`config.mk`:
```
export PLATFORM = sky130hd
export DESIGN_NAME = nand_seq
export DESIGN_NICKNAME = d
export VERILOG_FILES = /design/src/rtl/nand_seq_pkg.sv /design/src/rtl/nand_seq_phase.sv /design/src/rtl/nand_seq_pack.sv /design/src/rtl/nand_seq_rfifo.sv /design/src/rtl/nand_seq.sv
export SDC_FILE = /design/constraint.sdc
export NUM_CORES = 1
export LEC_CHECK = 0
export BUFFER_PORTS_ARGS = -buffer_cell sky130_fd_sc_hd__clkbuf_2
export CELL_PAD_IN_SITES_DETAIL_PLACEMENT = 1
export CELL_PAD_IN_SITES_GLOBAL_PLACEMENT = 1
export CORE_MARGIN = 5
export CORE_UTILIZATION = 35
export CTS_CLUSTER_DIAMETER = 200
export DETAILED_ROUTE_END_ITERATION = 10
export PLACE_DENSITY_LB_ADDON = 0.1
export SKIP_CTS_REPAIR_TIMING = 1
export SLEW_MARGIN = 10
export SYNTH_ARGS = -nofsm -noshare
export SYNTH_HDL_FRONTEND = slang
export SYNTH_SLANG_ARGS = --single-unit
```
`constraint.sdc`:
```
create_clock -name clk -period 2.8 [get_ports clk]
set_input_delay 0.56 -clock clk [delete_from_list [all_inputs] [get_ports clk]]
set_output_delay 0.56 -clock clk [all_outputs]
set_load 0.1 [all_outputs]
```
`src/rtl/nand_seq_pkg.sv`:
```
// Package: shared phase encoding, register word addresses and bit positions
// for the NAND phase sequencer. Assumes a 4-bit word-addressed register bus.
package nand_seq_pkg;

    typedef enum logic [2:0] {
        PH_IDLE = 3'd0,
        PH_CMD  = 3'd1,
        PH_ADDR = 3'd2,
        PH_RD   = 3'd3,
        PH_WR   = 3'd4
    } phase_t;

    localparam logic [3:0] RA_SEL  = 4'd0;
    localparam logic [3:0] RA_GO   = 4'd1;
    localparam logic [3:0] RA_CMD  = 4'd2;
    localparam logic [3:0] RA_ACNT = 4'd3;
    localparam logic [3:0] RA_ADDR = 4'd4;
    localparam logic [3:0] RA_DCNT = 4'd5;
    localparam logic [3:0] RA_WDAT = 4'd6;
    localparam logic [3:0] RA_FIFO = 4'd7;
    localparam logic [3:0] RA_STAT = 4'd8;

    // control (address 1) bit positions
    localparam int GB_ADDR = 0;
    localparam int GB_RD   = 1;
    localparam int GB_WR   = 2;
    localparam int GB_CLRW = 6;
    localparam int GB_CLRR = 7;

    // status (address 8) bit positions
    localparam int SB_RDY  = 0;
    localparam int SB_CMD  = 2;
    localparam int SB_ADR  = 3;
    localparam int SB_XFR  = 4;
    localparam int SB_HALF = 6;
    localparam int SB_FULL = 9;

endpackage

```
`src/rtl/nand_seq_phase.sv`:
```
// Phase engine: runs one bus phase (command, address, read or write) of
// lim+1 byte slots, each LO_CYC cycles with the strobe low then HI_CYC high.
// Assumes DCNT_W >= ACNT_W and that start requests are single-cycle pulses;
// starts are only taken while idle.
module nand_seq_phase
    import nand_seq_pkg::*;
#(
    parameter int ACNT_W = 2,
    parameter int DCNT_W = 8,
    parameter int LO_CYC = 2,
    parameter int HI_CYC = 2
) (
    input  logic                    clk,
    input  logic                    rst_n,
    input  logic                    go_cmd,
    input  logic                    go_addr,
    input  logic                    go_rd,
    input  logic                    go_wr,
    input  logic [7:0]              cmd_byte,
    input  logic [(8<<ACNT_W)-1:0]  addr_word,
    input  logic [31:0]             wr_word,
    input  logic [ACNT_W-1:0]       acnt,
    input  logic [DCNT_W-1:0]       dcnt,
    output logic                    cle,
    output logic                    ale,
    output logic                    we_n,
    output logic                    re_n,
    output logic                    oe,
    output logic [7:0]              dout,
    output logic                    cap_en,
    output logic [1:0]              cap_lane,
    output logic                    cap_last,
    output logic                    done_cmd,
    output logic                    done_addr,
    output logic                    done_xfer,
    output logic                    busy
);

    localparam int SLOT   = LO_CYC + HI_CYC;
    localparam int SUB_W  = (SLOT > 2) ? $clog2(SLOT) : 1;
    localparam logic [SUB_W-1:0] SUB_LAST = SUB_W'(SLOT - 1);
    localparam logic [SUB_W-1:0] SUB_CAP  = SUB_W'(LO_CYC - 1);
    localparam logic [SUB_W-1:0] SUB_HI   = SUB_W'(LO_CYC);

    phase_t            phase_q;
    logic [SUB_W-1:0]  sub_q;
    logic [DCNT_W-1:0] bcnt_q;
    logic [DCNT_W-1:0] lim_q;
    logic              last_byte;
    logic              slot_end;
    logic              strobe_lo;

    assign last_byte = (bcnt_q == lim_q);
    assign slot_end  = (phase_q != PH_IDLE) && (sub_q == SUB_LAST);
    assign strobe_lo = (phase_q != PH_IDLE) && (sub_q < SUB_HI);

    // Phase, slot-cycle and byte counters; new phase taken only when idle.
    always_ff @(posedge clk) begin
        if (!rst_n) begin
            phase_q <= PH_IDLE;
            sub_q   <= '0;
            bcnt_q  <= '0;
            lim_q   <= '0;
        end else if (phase_q == PH_IDLE) begin
            sub_q  <= '0;
            bcnt_q <= '0;
            if (go_cmd) begin
                phase_q <= PH_CMD;
                lim_q   <= '0;
            end else if (go_addr) begin
                phase_q <= PH_ADDR;
                lim_q   <= DCNT_W'(acnt);
            end else if (go_rd) begin
                phase_q <= PH_RD;
                lim_q   <= dcnt;
            end else if (go_wr) begin
                phase_q <= PH_WR;
                lim_q   <= dcnt;
            end
        end else if (slot_end) begin
            sub_q <= '0;
            if (last_byte) phase_q <= PH_IDLE;
            else           bcnt_q  <= bcnt_q + 1'b1;
        end else begin
            sub_q <= sub_q + 1'b1;
        end
    end

    // Pin levels and the outgoing byte, decoded from the phase state.
    always_comb begin
        cle  = (phase_q == PH_CMD);
        ale  = (phase_q == PH_ADDR);
        re_n = !(strobe_lo && phase_q == PH_RD);
        we_n = !(strobe_lo && (phase_q == PH_CMD || phase_q == PH_ADDR ||
                               phase_q == PH_WR));
        oe   = (phase_q == PH_CMD) || (phase_q == PH_ADDR) || (phase_q == PH_WR);
        case (phase_q)
            PH_CMD:  dout = cmd_byte;
            PH_ADDR: dout = addr_word[8*int'(bcnt_q[ACNT_W-1:0]) +: 8];
            PH_WR:   dout = wr_word[8*int'(bcnt_q[1:0]) +: 8];
            default: dout = 8'h00;
        endcase
    end

    assign cap_en    = (phase_q == PH_RD) && (sub_q == SUB_CAP);
    assign cap_lane  = bcnt_q[1:0];
    assign cap_last  = last_byte;
    assign done_cmd  = slot_end && last_byte && (phase_q == PH_CMD);
    assign done_addr = slot_end && last_byte && (phase_q == PH_ADDR);
    assign done_xfer = slot_end && last_byte &&
                       (phase_q == PH_RD || phase_q == PH_WR);
    assign busy      = (phase_q != PH_IDLE);

endmodule

```
`src/rtl/nand_seq_pack.sv`:
```
// Read packer: gathers sampled bytes little-endian into a word and emits a
// push when lane 3 fills or the phase's last byte arrives (upper lanes zero).
// Assumes each read phase starts at lane 0.
module nand_seq_pack #(
    parameter int WORD_W = 32
) (
    input  logic              clk,
    input  logic              rst_n,
    input  logic              cap_en,
    input  logic [1:0]        cap_lane,
    input  logic              cap_last,
    input  logic [7:0]        din,
    output logic              push,
    output logic [WORD_W-1:0] push_word
);

    logic [WORD_W-1:0] acc_q;

    assign push_word = acc_q | (WORD_W'(din) << (8*int'(cap_lane)));
    assign push      = cap_en && (cap_lane == 2'd3 || cap_last);

    // Accumulator: merge each byte, restart from zero after a push.
    always_ff @(posedge clk) begin
        if (!rst_n)      acc_q <= '0;
        else if (push)   acc_q <= '0;
        else if (cap_en) acc_q <= push_word;
    end

endmodule

```
`src/rtl/nand_seq_rfifo.sv`:
```
// Read FIFO: DEPTH words (power of two), drops pushes while full, ignores
// pops while empty, clear has priority over a push in the same cycle.
module nand_seq_rfifo #(
    parameter int W     = 32,
    parameter int DEPTH = 4
) (
    input  logic                       clk,
    input  logic                       rst_n,
    input  logic                       clr,
    input  logic                       push,
    input  logic [W-1:0]               wdata,
    input  logic                       pop,
    output logic [W-1:0]               head,
    output logic [$clog2(DEPTH):0]     cnt
);

    localparam int PTR_W = $clog2(DEPTH);
    localparam int CNT_W = PTR_W + 1;

    logic [W-1:0]     mem [DEPTH];
    logic [PTR_W-1:0] wp_q, rp_q;
    logic [CNT_W-1:0] cnt_q;
    logic             push_ok, pop_ok;

    assign push_ok = push && (cnt_q != CNT_W'(DEPTH)) && !clr;
    assign pop_ok  = pop && (cnt_q != '0) && !clr;
    assign head    = mem[rp_q];
    assign cnt     = cnt_q;

    // Storage write port.
    always_ff @(posedge clk) begin
        if (push_ok) mem[wp_q] <= wdata;
    end

    // Pointers and occupancy.
    always_ff @(posedge clk) begin
        if (!rst_n || clr) begin
            wp_q  <= '0;
            rp_q  <= '0;
            cnt_q <= '0;
        end else begin
            if (push_ok) wp_q <= wp_q + 1'b1;
            if (pop_ok)  rp_q <= rp_q + 1'b1;
            cnt_q <= cnt_q + CNT_W'(push_ok) - CNT_W'(pop_ok);
        end
    end

endmodule

```
`src/rtl/nand_seq.sv`:
```
// NAND phase sequencer top: register file, sticky status, bank enables,
// phase engine, read packer and read FIFO. Software starts each phase and
// polls its done flag. Assumes ACNT_W <= 2 so the address word fits 32 bits.
module nand_seq
    import nand_seq_pkg::*;
#(
    parameter int NBANK      = 2,
    parameter int ACNT_W     = 2,
    parameter int DCNT_W     = 8,
    parameter int FIFO_DEPTH = 4,
    parameter int LO_CYC     = 2,
    parameter int HI_CYC     = 2
) (
    input  logic              clk,
    input  logic              rst_n,
    input  logic              reg_wr,
    input  logic              reg_rd,
    input  logic [3:0]        reg_addr,
    input  logic [31:0]       reg_wdata,
    output logic [31:0]       reg_rdata,
    output logic              nf_cle,
    output logic              nf_ale,
    output logic              nf_we_n,
    output logic              nf_re_n,
    output logic [7:0]        nf_dout,
    output logic              nf_oe,
    input  logic [7:0]        nf_din,
    input  logic              nf_rdy,
    output logic [NBANK-1:0]  nf_ce
);

    localparam int ADDR_W = 8 << ACNT_W;
    localparam int FCNT_W = $clog2(FIFO_DEPTH) + 1;

    logic [NBANK-1:0]  sel_q;
    logic [7:0]        cmd_q;
    logic [ACNT_W-1:0] acnt_q;
    logic [ADDR_W-1:0] addr_q;
    logic [DCNT_W-1:0] dcnt_q;
    logic [31:0]       wdat_q;
    logic              st_cmd_q, st_adr_q, st_xfr_q;

    logic wr_go, wr_stat, go_cmd, busy;
    logic done_cmd, done_addr, done_xfer;
    logic cap_en, cap_last, push;
    logic [1:0]  cap_lane;
    logic [31:0] push_word, rf_head;
    logic [FCNT_W-1:0] rf_cnt;
    logic [NBANK-1:0]  sel_new;

    assign wr_go   = reg_wr && (reg_addr == RA_GO);
    assign wr_stat = reg_wr && (reg_addr == RA_STAT);
    assign go_cmd  = reg_wr && (reg_addr == RA_CMD) && !busy;
    assign sel_new = reg_wdata[NBANK:1];
    assign nf_ce   = sel_q;

    // Configuration registers; command byte held steady while a phase runs.
    always_ff @(posedge clk) begin
        if (!rst_n) begin
            sel_q  <= '0;
            cmd_q  <= '0;
            acnt_q <= '0;
            addr_q <= '0;
            dcnt_q <= '0;
            wdat_q <= '0;
        end else begin
            if (reg_wr && reg_addr == RA_SEL && $onehot0(sel_new)) sel_q <= sel_new;
            if (go_cmd) cmd_q <= reg_wdata[7:0];
            if (reg_wr && reg_addr == RA_ACNT) acnt_q <= reg_wdata[ACNT_W-1:0];
            if (reg_wr && reg_addr == RA_ADDR) addr_q <= reg_wdata[ADDR_W-1:0];
            if (reg_wr && reg_addr == RA_DCNT) dcnt_q <= reg_wdata[DCNT_W-1:0];
            if (reg_wr && reg_addr == RA_WDAT) wdat_q <= reg_wdata;
            else if (wr_go && reg_wdata[GB_CLRW]) wdat_q <= '0;
        end
    end

    // Sticky done flags: set by the engine, cleared by writing 1; set wins.
    always_ff @(posedge clk) begin
        if (!rst_n) begin
            st_cmd_q <= 1'b0;
            st_adr_q <= 1'b0;
            st_xfr_q <= 1'b0;
        end else begin
            if (done_cmd)                          st_cmd_q <= 1'b1;
            else if (wr_stat && reg_wdata[SB_CMD]) st_cmd_q <= 1'b0;
            if (done_addr)                         st_adr_q <= 1'b1;
            else if (wr_stat && reg_wdata[SB_ADR]) st_adr_q <= 1'b0;
            if (done_xfer)                         st_xfr_q <= 1'b1;
            else if (wr_stat && reg_wdata[SB_XFR]) st_xfr_q <= 1'b0;
        end
    end

    nand_seq_phase #(
        .ACNT_W(ACNT_W), .DCNT_W(DCNT_W), .LO_CYC(LO_CYC), .HI_CYC(HI_CYC)
    ) u_phase (
        .clk(clk), .rst_n(rst_n),
        .go_cmd(go_cmd),
        .go_addr(wr_go && reg_wdata[GB_ADDR]),
        .go_rd(wr_go && reg_wdata[GB_RD]),
        .go_wr(wr_go && reg_wdata[GB_WR]),
        .cmd_byte(cmd_q), .addr_word(addr_q), .wr_word(wdat_q),
        .acnt(acnt_q), .dcnt(dcnt_q),
        .cle(nf_cle), .ale(nf_ale), .we_n(nf_we_n), .re_n(nf_re_n),
        .oe(nf_oe), .dout(nf_dout),
        .cap_en(cap_en), .cap_lane(cap_lane), .cap_last(cap_last),
        .done_cmd(done_cmd), .done_addr(done_addr), .done_xfer(done_xfer),
        .busy(busy)
    );

    nand_seq_pack #(.WORD_W(32)) u_pack (
        .clk(clk), .rst_n(rst_n),
        .cap_en(cap_en), .cap_lane(cap_lane), .cap_last(cap_last),
        .din(nf_din), .push(push), .push_word(push_word)
    );

    nand_seq_rfifo #(.W(32), .DEPTH(FIFO_DEPTH)) u_rfifo (
        .clk(clk), .rst_n(rst_n),
        .clr(wr_go && reg_wdata[GB_CLRR]),
        .push(push), .wdata(push_word),
        .pop(reg_rd && reg_addr == RA_FIFO),
        .head(rf_head), .cnt(rf_cnt)
    );

    // Read-back multiplexer, including the assembled status word.
    always_comb begin
        reg_rdata = '0;
        case (reg_addr)
            RA_SEL:  reg_rdata = 32'(sel_q) << 1;
            RA_CMD:  reg_rdata = 32'(cmd_q);
            RA_ACNT: reg_rdata = 32'(acnt_q);
            RA_ADDR: reg_rdata = 32'(addr_q);
            RA_DCNT: reg_rdata = 32'(dcnt_q);
            RA_WDAT: reg_rdata = wdat_q;
            RA_FIFO: reg_rdata = (rf_cnt == '0) ? 32'h0 : rf_head;
            RA_STAT: begin
                reg_rdata[SB_RDY]  = nf_rdy;
                reg_rdata[SB_CMD]  = st_cmd_q;
                reg_rdata[SB_ADR]  = st_adr_q;
                reg_rdata[SB_XFR]  = st_xfr_q;
                reg_rdata[SB_HALF] = (rf_cnt >= FCNT_W'(FIFO_DEPTH/2));
                reg_rdata[SB_FULL] = (rf_cnt == FCNT_W'(FIFO_DEPTH));
            end
            default: reg_rdata = '0;
        endcase
    end

endmodule

```
==> results of run 1 <==
-- cells by family after synthesis --
group	Yosys count	synth area share
simple gates	333	0.125
fa+ha+maj	11	0.0121
compound gates	260	0.150
xor+xnor	17	0.0125
buf+inv	120	0.0423
flops	277	0.571
mux	63	0.0877
-- layer usage --
metal	part of all wire	vias up
met5	0	-
li1	-	4235
met3	0.048	50
met1	0.46	4637
met4	0.023	0
met2	0.47	202
-- sequential cells by signal, indices dropped and copies added, names as in the netlist, named ones only --
register and flops:
acnt_q 2, addr_q 32, cmd_q 8, dcnt_q 8
nf_ce 2, st_adr_q 1, st_cmd_q 1, st_xfr_q 1
u_pack.acc_q 32, u_phase.bcnt_q 8, u_phase.lim_q 8, u_phase.phase_q 3
u_phase.sub_q 2, u_rfifo.cnt 3, u_rfifo.mem 128, u_rfifo.rp_q 2
u_rfifo.wp_q 2, wdat_q 32
-- critical path, delay by kind of cell (launching register included) --
family / cells / cell delay, ps
muxes: 2 / 570
AOI/OAI and AO/OA: 1 / 240
and+or+nand+nor: 1 / 430
buffers and inverters: 2 / 340
DFF: 1 / 330
-- cell usage after synthesis (all sizes together) (4+ instances only) --
master / count / area share
a211oi: 7 / 0.0044
a21o: 33 / 0.021
a21oi: 96 / 0.040
a222oi: 29 / 0.024
a22oi: 41 / 0.026
a32o: 7 / 0.0059
a32oi: 9 / 0.0066
and2: 6 / 0.0031
and3: 8 / 0.0042
buf: 29 / 0.013
clkbuf: 55 / 0.018
dfxtp: 149 / 0.25
edfxtp: 128 / 0.32
ha: 10 / 0.010
inv: 36 / 0.011
mux2: 4 / 0.0038
mux2i: 26 / 0.022
mux4: 33 / 0.062
nand2: 137 / 0.043
nand2b: 5 / 0.0026
nand3: 30 / 0.013
nor2: 108 / 0.034
nor2b: 12 / 0.0063
nor3: 13 / 0.0054
o211ai: 5 / 0.0031
o21ai: 18 / 0.0078
xnor2: 7 / 0.0051
xor2: 10 / 0.0073
-- final timing paths --
kind | end | slack [ps] | from
setup / recovery | nf_dout[0] | -260 | u_phase.phase_q[2]$_SDFFE_PN0P_
hold / removal | addr_q[10]$_SDFFE_PN0P_ | 220 | reg_wdata[10]
setup reg to reg | u_rfifo.cnt[1]$_SDFF_PP0_ | 420 | u_phase.phase_q[2]$_SDFFE_PN0P_
hold reg to reg | u_phase.lim_q[6]$_SDFFE_PN0P_ | 470 | u_phase.lim_q[6]$_SDFFE_PN0P_
-- report_power, final --
| group | internal [mW] | leakage, nW | total [mW] | switching, mW |
|---|---|---|---|---|
| Clock | 2.46 | 0.520 | 4.18 | 1.71 |
| Combinational | 0.134 | 3.05 | 0.386 | 0.252 |
| Sequential | 4.22 | 2.46 | 4.24 | 0.0184 |
-- through the flow --
| stage | setup slack [ps] | setup TNS (ps) | total power [mW] | utilization |
|---|---|---|---|---|
| 3_5_place_dp | 43.6 | 0 | 4.69 | 0.416 |
| 4_1_cts | -418 | -9850 | 8.89 | 0.447 |
| 3_3_place_gp | 71.7 | 0 | 4.69 | 0.416 |
| 5_1_grt | -373 | -10120 | 9.10 | 0.459 |
| 2_1_floorplan | -304 | -1610 | 4.53 | - |
| 6_report | -257 | -6440 | 8.80 | 0.459 |
-- final cells by class --
| class | count | share of cell area |
|---|---|---|
| flip-flops and latches | 277 | 0.443 |
| clock buffers | 41 | 0.0566 |
| multi-input cells | 684 | 0.314 |
| well taps | 448 | 0.0363 |
| clock inverters | 16 | 0.0109 |
| inverters | 36 | 0.00875 |
| repair buffers | 184 | 0.131 |
==> results.txt, run 1 <==
status = finished, violations left
failing checks = negative setup slack
Post-DRT Antenna Nets = 0
LEAKAGE = 6.03 nW
final instance area = 15400 um2
Synth Cell Area = 12000 um2
Fin. Hold Viols = 0
WP data required = 2240 ps
num ports = 96
multi-input logic area = 4840 um2
unrepaired setup endpoints after global routing = true
Fillers = 3551
Nets = 1274
max cap viols = 0
EDFF count, synth = 128
Max FO, Critical Path = 7
hpwl dp = 27100 um
GR Layer Usage met1 = 0.281
# diodes = 0
Placement Cell Area = 14000 um2
share of layout cells above drive strength 1 = 0.283
Clock Tree Root = clkbuf_16
routed len/inst = 23.4 um
Yosys warning count = 0
met3 Use GR = 0.0322
crit-path cells = or3b_4, buf_12, mux4_2, mux2_4, a22o_4, buf_12
WP data arrival = 2500 ps
nature of the critical path endpoint = output port
CTS buffer count = 31
Tightest Pin Transition = 663 ps
Die Y = 195 um
fin cells = 1686
setup violators final = 37
max incr delay on CP = 430 ps
gate count after technology mapping = 1081
commonest cells after routing, fill and taps aside = dfxtp_1 (143), nand2_1 (132), edfxtp_1 (128), nor2_1 (105), a21oi_1 (94)
Cells after DPL = 1601
hold path depth = 3
clock-pin slew on the worst setup and hold paths = 60 ps
first-pass GRT wire length = 59100 um
Slowest cell on crit path = or3b_4
Worst Setup Start Kind = flop
first-pass detailed-route iteration total = 6
Rel. slew slack = 0.557
Vias = 9124
met2 Use GR = 0.328
Post-synth top flop = dfxtp_1
detailed-route vias per instance = 5.41
CTS Sinks = 277
Initial Util = 0.356
DIE AREA = 38000 um2
ys async rst share = 0
crit path time final = 3060 ps
Most common cell on crit path = buf_12
initial antenna violation count = 0
synthesized area per cell = 11.1 um2
largest net degree at the start of global routing = 98
Distinct cells, synth = 63
Clock Latency Late Sink = 580 ps
highest clock rate = 327 MHz
Crit Path Class = reg2out
Max clock buf depth = 3
H-tree Lvls = 1
# DRC = 0
Final Max Slew Viols = 0
R2R cell count = 9
register area = 6840 um2
GPL Wtd Cong = 0.826
final wirelength = 39400 um
Hold Crit Class = in2reg
commonest non-fill, non-tap cell in the layout = dfxtp_1
DR iter-0 viols = 637
register area share after synthesis = 0.571
setup ws final = -257 ps
Die X = 195 um
# rows = 67
clock skew = 7.37 ps
vias in the first global route = 9290
Total GRT Usage = 0.200
global route hottest layer = met2
grt ovf = 0
Power Density = 570 nW/um2
crit share post-route = 1.09
syn nets = 1141
Max VDD drop = 0.472 mV
Area Growth Syn to Fin = 29.1%
port bufs = 95
core area = 33600 um2
hold_ws = 217 ps
FF+latch count, synth = 277
CTS tree = done
Note: power is estimated with default switching activity, not from simulation.
==> inputs of run 2 (changes only) <==
Settings changed: BUFFER_PORTS_ARGS -buffer_cell sky130_fd_sc_hd__clkbuf_2 to default, DONT_BUFFER_PORTS from default to 1, SETUP_SLACK_MARGIN from default to 0.5.
==> results.txt, run 2 (synthesis gave the netlist of run 1 again) <==
crit path time final = 3100 ps (+39.8 ps)
met3 Use GR = 0.0417 (+0.00952)
crit-path cells = buf_12, mux4_2, a222oi_1, buf_4, inv_4, buf_12
Nets = 1242 (-2.5%)
detailed-route vias per instance = 5.51 (+1.8%)
Power Density = 534 nW/um2 (-6.3%)
global route hottest layer = met2
Fin. Hold Viols = 0 (unchanged)
GPL Wtd Cong = 0.860 (+4.1%)
Total GRT Usage = 0.202 (+0.00235)
Max clock buf depth = 3 (unchanged)
Post-DRT Antenna Nets = 0 (unchanged)
hold_ws = 118 ps (-99.1 ps)
clock skew = 12.6 ps (+5.26 ps)
H-tree Lvls = 1 (unchanged)
register area = 6850 um2 (+0.18%)
nature of the critical path endpoint = output port
Initial Util = 0.356 (unchanged)
Final Max Slew Viols = 0 (unchanged)
first-pass detailed-route iteration total = 7 (+1)
Final Util = 0.468 (+0.00882)
Tightest Pin Transition = 1050 ps (+386 ps)
first-pass GRT wire length = 59400 um (+0.48%)
Design Power = 8.41 mW (-4.5%)
Fillers = 3486 (-1.8%)
Area Growth Syn to Fin = 31.6%
Hold Crit Class = in2reg
Die Y = 195 um (unchanged)
Crit Path Class = reg2out
port bufs = 0 (-100%)
met2 Use GR = 0.338 (+0.0103)
WP data arrival = 2540 ps (+40 ps)
Clock Tree Root = clkbuf_16
failing checks = negative setup slack
commonest non-fill, non-tap cell in the layout = dfxtp_1
grt ovf = 0 (unchanged)
hpwl dp = 28300 um (+4.2%)
Cells after DPL = 1553 (-3.0%)
vias in the first global route = 9169 (-1.3%)
# diodes = 0 (unchanged)
final instance area = 15700 um2 (+1.9%)
FF-to-FF setup slack = 550 ps (+130 ps)
largest net degree at the start of global routing = 72 (-27%)
Max FO, Critical Path = 6 (-1)
Setup WS pre-CTS = 133 ps (+89.6 ps)
multi-input logic area = 5180 um2 (+6.9%)
DR iter-0 viols = 677 (+6.3%)
core area = 33600 um2 (unchanged)
Clock Latency Late Sink = 580 ps (about the same)
Max VDD drop = 0.484 mV (+2.6%)
crit share post-route = 1.11 (+0.0142)
Placement Cell Area = 13900 um2 (-0.40%)
routed len/inst = 24.9 um (+6.3%)
num ports = 96 (unchanged)
# rows = 67 (unchanged)
Slowest cell on crit path = mux4_2
CTS buffer count = 31 (unchanged)
fin cells = 1652 (-2.0%)
highest clock rate = 323 MHz (-1.3%)
final setup TNS = -5320 ps (+1120 ps)
final wirelength = 41100 um (+4.2%)
Most common cell on crit path = buf_12
LEAKAGE = 5.92 nW (-1.8%)
WP data required = 2240 ps (about the same)
share of layout cells above drive strength 1 = 0.297 (+0.0138)
DIE AREA = 38000 um2 (unchanged)
Rel. slew slack = 0.300 (-0.257)
GR Layer Usage met1 = 0.271 (-0.0107)
Worst Setup Start Kind = flop
# DRC = 0 (unchanged)
Vias = 9105 (-0.21%)
max cap viols = 0 (unchanged)
Biggest register = u_rfifo.mem
setup violators final = 38 (+2.7%)
clock-pin slew on the worst setup and hold paths = 60 ps (about the same)
max incr delay on CP = 540 ps (+110 ps)
max reg flops = 128 (unchanged)
setup ws final = -297 ps (-39.8 ps)
status = finished, violations left
initial antenna violation count = 0 (unchanged)
unrepaired setup endpoints after global routing = true
commonest cells after routing, fill and taps aside = dfxtp_1 (143), edfxtp_1 (128), nand2_1 (118), nor2_1 (104), a21oi_1 (90)
CTS Sinks = 277 (unchanged)
CTS tree = done
Die X = 195 um (unchanged)
run 2: worst paths after layout:
path / start / endpoint / cells after the start
min: reg_wdata[11] / addr_q[11]$_SDFFE_PN0P_ / 2
max reg2reg: u_phase.phase_q[1]$_SDFFE_PN0P_ / u_rfifo.cnt[1]$_SDFF_PP0_ / 10
max: flop / reg_rdata[11] / 6
min reg2reg: u_phase.sub_q[0]$_SDFF_PP0_ / u_phase.sub_q[0]$_SDFF_PP0_ / 1
run 2: per-layer routing:
metal | part of all wire | up-vias | wire length, um
met2 | 0.49 | 214 | 20300
met3 | 0.058 | 56 | 2370
met1 | 0.43 | 4654 | 17500
li1 | - | 4181 | -
met5 | 0 | - | 0
met4 | 0.020 | 0 | 840
run 2: area by class of cell:
cell class / instances / share of cell area
Clock inverter: 5 / 0.00254
Inverter: 36 / 0.00890
Tap cell: 448 / 0.0356
Sequential cell: 277 / 0.435
Multi-Input combinational cell: 686 / 0.329
Clock buffer: 50 / 0.0583
Timing Repair Buffer: 150 / 0.131
run 2: report_power, final:
group | switching (mW) | total, mW | internal [mW] | leakage [nW]
sequential | 0.0224 | 4.24 | 4.22 | 2.46
combinational | 0.190 | 0.308 | 0.118 | 2.99
clock | 1.64 | 3.86 | 2.22 | 0.472
total | 1.85 | 8.41 | 6.56 | 5.92
run 2: critical path: cells and delay by family (launching register included):
kind	cells	cell delay (ps)
muxes	1	540
DFF	1	420
buffers and inverters	4	550
AOI/OAI and AO/OA	1	450
==> inputs of run 3 (changes only) <==
Clock period 2.8 ns to 3.4 ns, I/O delays scaled along.
==> results.txt, run 3 (synthesis gave the netlist of run 1 again) <==
commonest non-fill, non-tap cell in the layout = dfxtp_1
Post-DRT Antenna Nets = 0 (unchanged)
Total GRT Usage = 0.197 (-0.00536)
# diodes = 0 (unchanged)
grt ovf = 0 (unchanged)
num ports = 96 (unchanged)
H-tree Lvls = 1 (unchanged)
Power Density = 480 nW/um2 (-10%)
Final Util = 0.443 (-0.0250)
commonest cells after routing, fill and taps aside = dfxtp_1 (144), nand2_1 (133), edfxtp_1 (128), nor2_1 (106), a21oi_1 (94)
largest net degree at the start of global routing = 98 (+36%)
Worst Setup Start Kind = flop
WP data arrival = 2580 ps (+40 ps)
Crit Path Class = reg2out
nature of the critical path endpoint = output port
hpwl dp = 26100 um (-7.7%)
share of layout cells above drive strength 1 = 0.229 (-0.0675)
vias in the first global route = 9006 (-1.8%)
Final Max Slew Viols = 0 (unchanged)
highest clock rate = 307 MHz
core area = 33600 um2 (unchanged)
WP data required = 2720 ps (+480 ps)
max reg flops = 128 (unchanged)
setup violators final = 0 (-100%)
crit path time final = 3260 ps
# DRC = 0 (unchanged)
Hold Crit Class = in2reg
CTS tree = done
Clock Latency Late Sink = 590 ps (about the same)
status = complete, no violations
final setup TNS = 0 ps (+5320 ps)
Tightest Pin Transition = 750 ps (-299 ps)
FF-to-FF setup slack = 920 ps (+370 ps)
CTS buffer count = 31 (unchanged)
Fin. Hold Viols = 0 (unchanged)
Die X = 195 um (unchanged)
Rel. slew slack = 0.499 (+0.200)
DIE AREA = 38000 um2 (unchanged)
crit share post-route = 0.959
CTS Sinks = 277 (unchanged)
Max VDD drop = 0.366 mV (-24%)
LEAKAGE = 5.60 nW (-5.4%)
clock-pin slew on the worst setup and hold paths = 60 ps (about the same)
Vias = 8825 (-3.1%)
routed len/inst = 24.4 um (-2.0%)
Fillers = 3544 (+1.7%)
clock skew = 13.5 ps (+0.910 ps)
Die Y = 195 um (unchanged)
Clock Tree Root = clkbuf_16
max cap viols = 0 (unchanged)
Area Growth Syn to Fin = 24.6%
GPL Wtd Cong = 0.850 (-1.2%)
Biggest register = u_rfifo.mem
Nets = 1189 (-4.3%)
detailed-route vias per instance = 5.51 (about the same)
# rows = 67 (unchanged)
DR iter-0 viols = 681 (+0.59%)
first-pass detailed-route iteration total = 5 (-2)
Max clock buf depth = 3 (unchanged)
unrepaired setup endpoints after global routing = true
initial antenna violation count = 0 (unchanged)
first-pass GRT wire length = 58000 um (-2.3%)
Initial Util = 0.356 (unchanged)
port bufs = 0 (unchanged)
Max FO, Critical Path = 8 (+2)
final wirelength = 39000 um (-5.0%)
==> run 3: cell types whose count changed in the layout (fill, tap and decap cells not counted), moves of 5 or more <==
cell / delta
buf_4: -29
buf_6: -8
buf_12: -12
nand2_1: +15
a32o_2: +7
nand2_2: -16
mux2i_1: -5
a32o_4: -7
dfxtp_4: -5
mux2i_2: +5
nand3_1: +6
==> run 3: power breakdown <==
| part | total [mW] | internal (mW) | switching (mW) |
|---|---|---|---|
| combinational | 0.221 | 0.0748 | 0.146 |
| clock | 3.44 | 2.06 | 1.38 |
| sequential | 3.49 | 3.48 | 0.0143 |
==> run 3: critical path, cell delays in order (launching register included) <==
cell and delay (ps):
dfxtp_4 400, buf_12 160, mux4_2 590, a222oi_1 560, inv_2 90, buf_12 190
==> run 3: area by class of cell <==
type                       instances  area (um2)  area share
sequential                       277        6840       0.459
multi-input combinational        684        4850       0.325
timing repair buffer              99        1470      0.0988
clock buffer                      48         911      0.0611
tap                              448         561      0.0376
clock inverter                     9         135     0.00907
inverter                          36         135     0.00907
==> run 3: final timing paths <==
kind | start | to | depth (start not counted)
max reg2reg | u_phase.phase_q[1]$_SDFFE_PN0P_ | u_rfifo.mem[3][25]$_DFFE_PP_ | 6
max | flop | reg_rdata[31] | 5
min | reg_wdata[16] | addr_q[16]$_SDFFE_PN0P_ | 2
min reg2reg | u_phase.lim_q[7]$_SDFFE_PN0P_ | u_phase.lim_q[7]$_SDFFE_PN0P_ | 2
==> run 3: layer usage <==
layer,global-route usage,share of wire
met1,0.279,0.46
met2,0.312,0.47
met4,0.0535,0.027
met5,0,0
met3,0.0358,0.047
==> run 3: through the flow <==
step	hold slack, ps	worst slack, ps	power, mW	area, um2	std cells
6_report	225	139	7.15	14900	1601
5_1_grt	212	122	7.39	14900	1601
4_1_cts	204	52.4	7.21	14600	1584
3_5_place_dp	460	512	3.77	13500	1527
3_3_place_gp	450	534	3.77	13500	1527
2_1_floorplan	434	55.5	3.73	12100	1081
